File: config.mk
export PLATFORM = sky130hd
export DESIGN_NAME = trig_timer
export DESIGN_NICKNAME = d
export VERILOG_FILES = /design/src/rtl/trig_timer_pkg.sv /design/src/rtl/trig_timer_sync.sv /design/src/rtl/trig_timer_ctrl.sv /design/src/rtl/trig_timer_core.sv /design/src/rtl/trig_timer.sv
export SDC_FILE = /design/constraint.sdc
export NUM_CORES = 1
export LEC_CHECK = 0
export BUFFER_PORTS_ARGS = -buffer_cell sky130_fd_sc_hd__buf_2
export CORE_AREA = 2 2 70 79
export DETAILED_ROUTE_END_ITERATION = 8
export DIE_AREA = 0 0 72 81
export PLACE_DENSITY = 0.79
export SETUP_SLACK_MARGIN = 0.3
export SLEW_MARGIN = 10
export SYNTH_ARGS = -nofsm -noshare
export SYNTH_HDL_FRONTEND = slang
export SYNTH_HIERARCHICAL = 1
export SYNTH_SLANG_ARGS = --single-unit
File: constraint.sdc
create_clock -name clk -period 2.78 [get_ports clk]
set_clock_uncertainty 0.15 [all_clocks]
set_input_delay 0.417 -clock clk [delete_from_list [all_inputs] [get_ports clk]]
set_output_delay 0.417 -clock clk [all_outputs]
set_load 0.005 [all_outputs]
File: src/rtl/trig_timer_pkg.sv
package trig_timer_pkg;
  typedef enum logic [1:0] {
    ACT_START  = 2'd0,
    ACT_STOP   = 2'd1,
    ACT_TOGGLE = 2'd2,
    ACT_CLEAR  = 2'd3
  } trig_act_e;
endpackage

File: src/rtl/trig_timer_sync.sv
module trig_timer_sync #(
  parameter int N_TRIG = 16,
  parameter int SEL_W  = $clog2(N_TRIG)
) (
  input  logic              clk,
  input  logic              rst,
  input  logic [N_TRIG-1:0] trig_in,
  input  logic [SEL_W-1:0]  sel,
  input  logic              en,
  output logic              hit
);
  logic [N_TRIG-1:0] meta_q, sync_q, last_q, rise;

  // One synchronizer plus edge detector per input line.
  for (genvar i = 0; i < N_TRIG; i++) begin : g_line
    always_ff @(posedge clk) begin
      if (rst) begin
        meta_q[i] <= 1'b0;
        sync_q[i] <= 1'b0;
        last_q[i] <= 1'b0;
      end else begin
        meta_q[i] <= trig_in[i];
        sync_q[i] <= meta_q[i];
        last_q[i] <= sync_q[i];
      end
    end
    assign rise[i] = sync_q[i] & ~last_q[i];
  end

  assign hit = en & rise[sel];

  a_r7_single_event: assert property (@(posedge clk) disable iff (rst)
    hit |=> !hit);
endmodule

File: src/rtl/trig_timer_ctrl.sv
module trig_timer_ctrl
  import trig_timer_pkg::*;
(
  input  logic       clk,
  input  logic       rst,
  input  logic       sw_start,
  input  logic       sw_stop,
  input  logic       cnt_wr,
  input  logic       hit,
  input  logic [1:0] act,
  input  logic       oneshot,
  input  logic       wrap,
  output logic       running,
  output logic       adv,
  output logic       clr
);
  trig_act_e act_e;
  logic run_q, start_req, stop_req;

  assign act_e     = trig_act_e'(act);
  assign start_req = sw_start | (hit & (act_e == ACT_START))
                   | (hit & (act_e == ACT_TOGGLE) & ~run_q);
  assign stop_req  = sw_stop | (hit & (act_e == ACT_STOP))
                   | (hit & (act_e == ACT_TOGGLE) & run_q);
  assign adv = run_q & ~stop_req;
  assign clr = (hit & (act_e == ACT_CLEAR)) | (cnt_wr & ~run_q);

  always_ff @(posedge clk) begin
    if (rst)                  run_q <= 1'b0;
    else if (stop_req)        run_q <= 1'b0;
    else if (start_req)       run_q <= 1'b1;
    else if (wrap && oneshot) run_q <= 1'b0;
  end

  assign running = run_q;

  a_r9_stop_wins: assert property (@(posedge clk) disable iff (rst)
    stop_req |=> !running);
  a_r2_start_sets: assert property (@(posedge clk) disable iff (rst)
    (start_req && !stop_req) |=> running);
  a_r4_oneshot_halt: assert property (@(posedge clk) disable iff (rst)
    (wrap && oneshot && !start_req) |=> !running);
endmodule

File: src/rtl/trig_timer_core.sv
module trig_timer_core #(
  parameter int CNT_W = 16
) (
  input  logic             clk,
  input  logic             rst,
  input  logic [CNT_W-1:0] period,
  input  logic             adv,
  input  logic             clr,
  output logic [CNT_W-1:0] count,
  output logic             ovf,
  output logic             wrap
);
  localparam logic [CNT_W-1:0] ONE = CNT_W'(1);
  logic [CNT_W-1:0] cnt_q;
  logic             ovf_q;

  assign wrap = adv & ~clr & (cnt_q == period);

  always_ff @(posedge clk) begin
    if (rst) begin
      cnt_q <= '0;
      ovf_q <= 1'b0;
    end else begin
      ovf_q <= wrap;
      if (clr)       cnt_q <= '0;
      else if (wrap) cnt_q <= '0;
      else if (adv)  cnt_q <= cnt_q + ONE;
    end
  end

  assign count = cnt_q;
  assign ovf   = ovf_q;

  a_r2_increment: assert property (@(posedge clk) disable iff (rst)
    (adv && !clr && cnt_q != period) |=> (cnt_q == $past(cnt_q) + ONE));
  a_r5_hold: assert property (@(posedge clk) disable iff (rst)
    (!adv && !clr) |=> $stable(cnt_q));
  a_r3_wrap_zero: assert property (@(posedge clk) disable iff (rst)
    wrap |=> (cnt_q == '0 && ovf_q));
  a_r6_clear: assert property (@(posedge clk) disable iff (rst)
    clr |=> (cnt_q == '0 && !ovf_q));
endmodule

File: src/rtl/trig_timer.sv
module trig_timer #(
  parameter int CNT_W  = 16,
  parameter int N_TRIG = 16,
  localparam int SEL_W = $clog2(N_TRIG)
) (
  input  logic              clk,
  input  logic              rst,
  input  logic [CNT_W-1:0]  cfg_period,
  input  logic              cfg_oneshot,
  input  logic              sw_start,
  input  logic              sw_stop,
  input  logic              cnt_wr,
  input  logic              trig_en,
  input  logic [SEL_W-1:0]  trig_sel,
  input  logic [1:0]        trig_act,
  input  logic [N_TRIG-1:0] trig_in,
  output logic              running,
  output logic [CNT_W-1:0]  count,
  output logic              ovf
);
  logic hit, adv, clr, wrap;

  trig_timer_sync #(.N_TRIG(N_TRIG), .SEL_W(SEL_W)) u_sync (
    .clk(clk), .rst(rst), .trig_in(trig_in), .sel(trig_sel),
    .en(trig_en), .hit(hit)
  );

  trig_timer_ctrl u_ctrl (
    .clk(clk), .rst(rst), .sw_start(sw_start), .sw_stop(sw_stop),
    .cnt_wr(cnt_wr), .hit(hit), .act(trig_act), .oneshot(cfg_oneshot),
    .wrap(wrap), .running(running), .adv(adv), .clr(clr)
  );

  trig_timer_core #(.CNT_W(CNT_W)) u_core (
    .clk(clk), .rst(rst), .period(cfg_period), .adv(adv), .clr(clr),
    .count(count), .ovf(ovf), .wrap(wrap)
  );

  a_r1_reset: assert property (@(posedge clk)
    rst |=> (count == '0 && !running && !ovf));
  a_r10_ovf_after_wrap: assert property (@(posedge clk) disable iff (rst)
    ovf |-> (count == '0));
endmodule

# After elaboration in Yosys (flattened, before gate mapping)
# Index checks and enable logic that the tools add are counted.
# W data, S select, Z words.
[op_classes]
order_cmp = 1
n_addsub = 1
n_reduce_logical = 5
n_eq_ne = 4
n_bitwise = 51
mux = 4
[op_table]
columns = ["cell", "count"]
rows = [
  ["$and A1 B1 Y1", 27],
  ["$not A1 Y1", 19],
  ["$add A16 B1 Y16 const B", 1],
  ["$eq A16 B16 Y1", 1],
  ["$lt A4 B5 Y1 const B", 1],
  ["$or A1 B1 Y1", 5],
  ["$bmux W1 S4", 1],
  ["$eq A2 B2 Y1 const B", 2],
  ["$mux W1", 3],
  ["$reduce_or A3 Y1", 1],
  ["$eq A2 B1 Y1 const B", 1],
  ["$logic_not A2 Y1", 1],
  ["$reduce_bool A2 Y1", 1],
  ["$reduce_or A2 Y1", 1],
  ["$logic_and A1 B1 Y1", 1],
]
[totals]
regBits = 66
in_bits = 45

# Depth between registers and ports, before layout
[depth]
depth_word = 15
depth_mapped = 14
depth_no_buf = 12

# Hierarchy
# The synthesis kept the hierarchy.
[by_module_without_submodules]
columns = ["mod", "area_each_um2", "seq_area_each_um2", "n_inst", "cells_per_inst"]
rows = [
  ["trig_timer_sync", 1524.0, 960.9, 1, 138],
  ["trig_timer_core", 909.6, 340.3, 1, 101],
  ["trig_timer_ctrl", 96.3, 20.0, 1, 13],
]

# Worst setup path after synthesis
# No wires, ideal clock.
[synth_timing]
path_kind = "in2reg"
from = "input port trig_sel[0]"
to = "register u_core.cnt_q[15], in the netlist u_core/count[15]"
required_time_ns = 2.502
n_path_buf = 3
path_slack_ns = 0.298
stages = 13
arrival_time_ns = 2.204
path_cell_list = "buf_6 buf_12 a32oi_1 a22oi_1 o311ai_1 o22ai_1 a21oi_1 buf_2 nand4_1 nor3_1 nand3_1 xor2_1 nor2_1"
[synth_between]
elab_chain_len = 11
[synth_rtl]
columns = ["item", "line", "rtl"]
rows = [
  ["start, declared", "trig_timer.sv:14", "input logic [SEL_W-1:0] trig_sel,"],
  ["$bmux W1 S4 (*)", "trig_timer_sync.sv:30", "assign hit = en & rise[sel];"],
  ["$mux W1 (implied by the code) (*)", "trig_timer_sync.sv:30", ""],
  ["$and A1 B1 Y1 (*)", "trig_timer_sync.sv:30", ""],
  ["via hit", "trig_timer.sv:21", "logic hit, adv, clr, wrap;"],
  ["$and A1 B1 Y1 (on tied branches)", "trig_timer_ctrl.sv:23, trig_timer_ctrl.sv:24", ""],
  ["$or A1 B1 Y1 or $and A1 B1 Y1 (tied branches)", "trig_timer_ctrl.sv:23, trig_timer_ctrl.sv:24", ""],
  ["$or A1 B1 Y1 (*)", "trig_timer_ctrl.sv:24", "| (hit & (act_e == ACT_TOGGLE) & run_q);"],
  ["$not A1 Y1 (*)", "trig_timer_ctrl.sv:25", "assign adv = run_q & ~stop_req;"],
  ["$and A1 B1 Y1 (*)", "trig_timer_ctrl.sv:25", ""],
  ["via adv", "trig_timer.sv:21", ""],
  ["$and A1 B1 Y1 (2 in a row)", "trig_timer_core.sv:17", "assign wrap = adv & ~clr & (cnt_q == period);"],
  ["$reduce_or A3 Y1 (no line)", "--", ""],
  ["end signal, assigned", "trig_timer_core.sv:27", "else if (adv) cnt_q <= cnt_q + ONE;"],
  ["end, declared", "trig_timer_core.sv:14", "logic [CNT_W-1:0] cnt_q;"],
]
# The timed path passes the listed nets; every way through them passes the cells marked *. The select of a mux whose other input is x is not followed.
# A chain may end at the register's enable or synchronous reset.

# Final worst setup path
[layout_timing]
from = "input port trig_sel[0]"
to = "register u_ctrl.run_q, in the netlist u_ctrl/running"
[layout_rtl]
columns = ["item", "line", "rtl"]
rows = [
  ["$bmux W1 S4", "trig_timer_sync.sv:30", ""],
  ["$mux W1 (implied by the code)", "trig_timer_sync.sv:30", ""],
  ["$and A1 B1 Y1", "trig_timer_sync.sv:30", ""],
  ["via hit", "trig_timer.sv:21", ""],
  ["$and A1 B1 Y1", "trig_timer_ctrl.sv:26", "assign clr = (hit & (act_e == ACT_CLEAR)) | (cnt_wr & ~run_q);"],
  ["$or A1 B1 Y1", "trig_timer_ctrl.sv:26", ""],
  ["via clr", "trig_timer.sv:21", ""],
  ["$not A1 Y1", "trig_timer_core.sv:17", ""],
  ["$and A1 B1 Y1 (2 in a row)", "trig_timer_core.sv:17", ""],
  ["via wrap", "trig_timer.sv:21", ""],
  ["$logic_and A1 B1 Y1", "trig_timer_ctrl.sv:32", "else if (wrap && oneshot) run_q <= 1'b0;"],
  ["$reduce_bool A2 Y1 (no line)", "--", ""],
  ["end signal, assigned", "trig_timer_ctrl.sv:30", "else if (stop_req) run_q <= 1'b0;"],
  ["end signal, assigned", "trig_timer_ctrl.sv:31", "else if (start_req) run_q <= 1'b1;"],
  ["end signal, assigned", "trig_timer_ctrl.sv:32", ""],
  ["end, declared", "trig_timer_ctrl.sv:18", "logic run_q, start_req, stop_req;"],
]
# The timed path passes the listed nets, and every way through them passes these cells. The select of a mux whose other input is x is not followed.

==> flow_summary.json <==
{
  "drc": 0,
  "fin_ws_ns": 0.428,
  "synth.avg_cell_area_um2": 10.0,
  "cts_hold_buffers": 0,
  "grt_busiest_layer": "met2",
  "total_power_mw": 2.00,
  "route.vias.total": 1913,
  "clkLatencyLatePin_ns": 0.33,
  "grt_max_degree": 33,
  "synth.area.top_cells": "dfxtp_1 52%, nor2b_1 10%, xor2_1 7.6%, nor2_1 4.2%, xnor2_1 3.5%",
  "hpwl_mm": 3.41,
  "rsz0062_at_grt": "yes",
  "critPathRequiredTime_ns": 2.83,
  "status": "complete, no violations",
  "synth_top_area_share_pct": 52.2,
  "dp_cells": 369,
  "start_util_pct": 49.1,
  "cp_max_fo": 16,
  "core_um2": 5150,
  "dieArea_um2": 5830,
  "syn_nets": 298,
  "place_congestion": 0.772,
  "dpl-instance-area_um2": 2900,
  "clk_root_buffer_cell": "clkbuf_8",
  "clock-sinks": 66,
  "dr.pass1.iters": 4,
  "port_buffers": 62,
  "drv_cap": 0,
  "path_cells": "clkbuf_4, nor2_1, a32o_1, o311ai_2, o22ai_2, nand3_1, o21ai_0, nand4b_4, nor3_2, nand2_1, a221oi_1, a2111oi_1",
  "fillCellCount": 428,
  "async_flop_share_pct": 0,
  "hold_violations": 0,
  "post-route-min-period_ns": 2.35,
  "tightest_slew_ns": 0.518,
  "ys_seq_area_share_pct": 52.2,
  "gr-usage-met2_pct": 26.9,
  "antenna_found_initial": 0,
  "htree_levels": 3,
  "crit_path_start_kind": "input pin",
  "grt_pass1_wl_mm": 7.75,
  "grt_overflow": 0,
  "grt_pass1_vias": 1721,
  "path_class": "in -> reg",
  "die_w_um": 72,
  "fin_setup_tns_ns": 0,
  "synthFlopType": "dfxtp_1",
  "synth-seq-cells": 66,
  "cts.clk_slew.worst_paths_ns": 0.07,
  "cts_tree": "done",
  "cts_buffer_depth": 2,
  "wl_mm": 4.98,
  "synth-edff-count": 0,
  "crit_path_start": "trig_sel[0]",
  "pwr-share-clk_pct": 44.0,
  "setup_viol": 0,
  "slew_viol_final": 0,
  "fmax_mhz": 425,
  "cp-end-kind": "flop",
  "grt_use_met1_pct": 21.7,
  "cpMaxStageDelayCell": "a221oi_1",
  "max-vdd-ir-drop_uv": 225,
  "power_frac_comb_pct": 6.7,
  "diodes": 0,
  "sw_frac_of_total_pct": 20.2,
  "use_met3_pct": 6.82,
  "core.rowCount": 28,
  "track_usage_pct": 17.7,
  "pre_cts_slack_ns": -0.0430,
  "arrival_ns": 2.40,
  "p_seq_share_pct": 49.3,
  "worstReg2RegStart": "u_sync/last_q[9]$_SDFF_PP0_",
  "drtIter0Drc": 81,
  "hold_start": "sw_stop",
  "antenna_left": 0,
  "netlist_instances": 252,
  "yosysTopAreaCell": "dfxtp_1",
  "syn_to_final_growth_pct": 25.2,
  "yosysWarnings": 6,
  "power.switching_mw": 0.403,
  "synth_area_um2": 2530,
  "numCtsBuffers": 9,
  "viasPerCell": 4.98,
  "netlist-cell-type-count": 35,
  "drive_gt1_share_pct": 27.8,
  "p_int_mw": 1.59,
  "cpPeakStageDelay_ns": 0.25,
  "wire_per_inst_um": 13.0,
  "nNetsFinal": 366,
  "stdcell_area_um2": 3170,
  "min_path_type": "in -> reg",
  "leakage_nw": 1.35,
  "p_per_area_nw_per_um2": 631,
  "fin_cells": 384,
  "whs_ns": 0.108,
  "period_share_pct": 84.6,
  "die-height_um": 81,
  "relSlewSlack_pct": 65.4,
  "pin_count": 63,
  "utilization_pct": 61.5
}
sequential cells by signal, indices dropped and copies added, names as in the netlist:
register,flops
u_sync/meta_q,16
u_core/count,16
u_sync/last_q,16
u_ctrl/running,1
u_core/ovf,1
u_sync/sync_q,16
cell type report:
type | count | area (um2) | area share [%]
Inverter | 8 | 30.0 | 0.948
Clock buffer | 13 | 159 | 5.02
Timing Repair Buffer | 66 | 355 | 11.2
Tap cell | 60 | 75.1 | 2.37
Multi-Input combinational cell | 169 | 1170 | 36.8
Clock inverter | 2 | 60.1 | 1.90
Sequential cell | 66 | 1320 | 41.7
critical path, delay by kind of cell:
kind	cells	cell delay (ns)
AOI/OAI and AO/OA	6	1.05
and+or+nand+nor	5	0.70
buffers and inverters	1	0.22
Yosys cell counts, types with 2 or more instances:
cell type	count
nand2_1	11
a21oi_1	3
and2b_1	8
buf_6	2
a22oi_1	2
nand2b_1	2
clkbuf_1	5
inv_1	8
nor2_1	28
nor4_1	4
nand3_1	8
nor2b_1	41
dfxtp_1	66
nor3_1	3
o311ai_1	2
xor2_1	22
nand4_1	3
xnor2_1	10
nand3b_1	4
a32oi_1	4
mux2i_1	2
repair_timing:
item	in CTS	in global routing
setup endpoints to repair	0	17
resized for setup	0	9
buffers inserted	0	0
placed cells by master (no fill, tap or decap), drive strengths merged, types with 4 or more instances in the layout:
cell type,synthesis,layout
nor4,5,5
a32oi,4,4
xnor2,10,10
clkbuf,5,14
nand3b,4,4
inv,8,8
and2b,8,8
xor2,22,22
nor2,28,28
nand2,11,11
nand3,8,8
dfxtp,66,66
nor2b,41,41
buf,4,65
power by group through the flow:
| stage | Clock, mW | Combinational [mW] | Sequential (mW) |
|---|---|---|---|
| detailed placement | 0 | 0.125 | 1.01 |
| CTS | 0.899 | 0.126 | 0.985 |
| global route | 0.943 | 0.147 | 0.987 |
| global placement | 0 | 0.122 | 1.00 |
| floorplan | 0 | 0.0775 | 1.00 |
| finish | 0.879 | 0.133 | 0.985 |
logic make-up (layout without fill, tap and decap cells):
logic type	count (synthesis)	count (layout)	share of synthesized area [%]
AOI/OAI and AO/OA	18	18	6.03
buffers and inverters	17	89	3.81
DFF	66	66	52.2
xor gates and xnor gates	32	32	11.1
muxes	2	2	0.791
and+or+nand+nor	116	116	25.6
adders and majority gates	1	1	0.494
final timing paths:
check	cells past startpoint	slack, ns	end
worst max register to register	11	0.43	u_ctrl/running$_SDFFE_PP0P_
worst min register to register	1	0.27	u_sync/sync_q[4]$_SDFF_PP0_
worst min-delay path	2	0.11	u_ctrl/running$_SDFFE_PP0P_
worst max-delay path	12	0.43	u_ctrl/running$_SDFFE_PP0P_
per-layer routing:
metal	vias to the layer above	routed length (um)
li1	964	-
met1	890	2210
met2	51	2370
met3	8	300
met4	0	90
met5	-	0
Power figures use the tool's default switching activity.
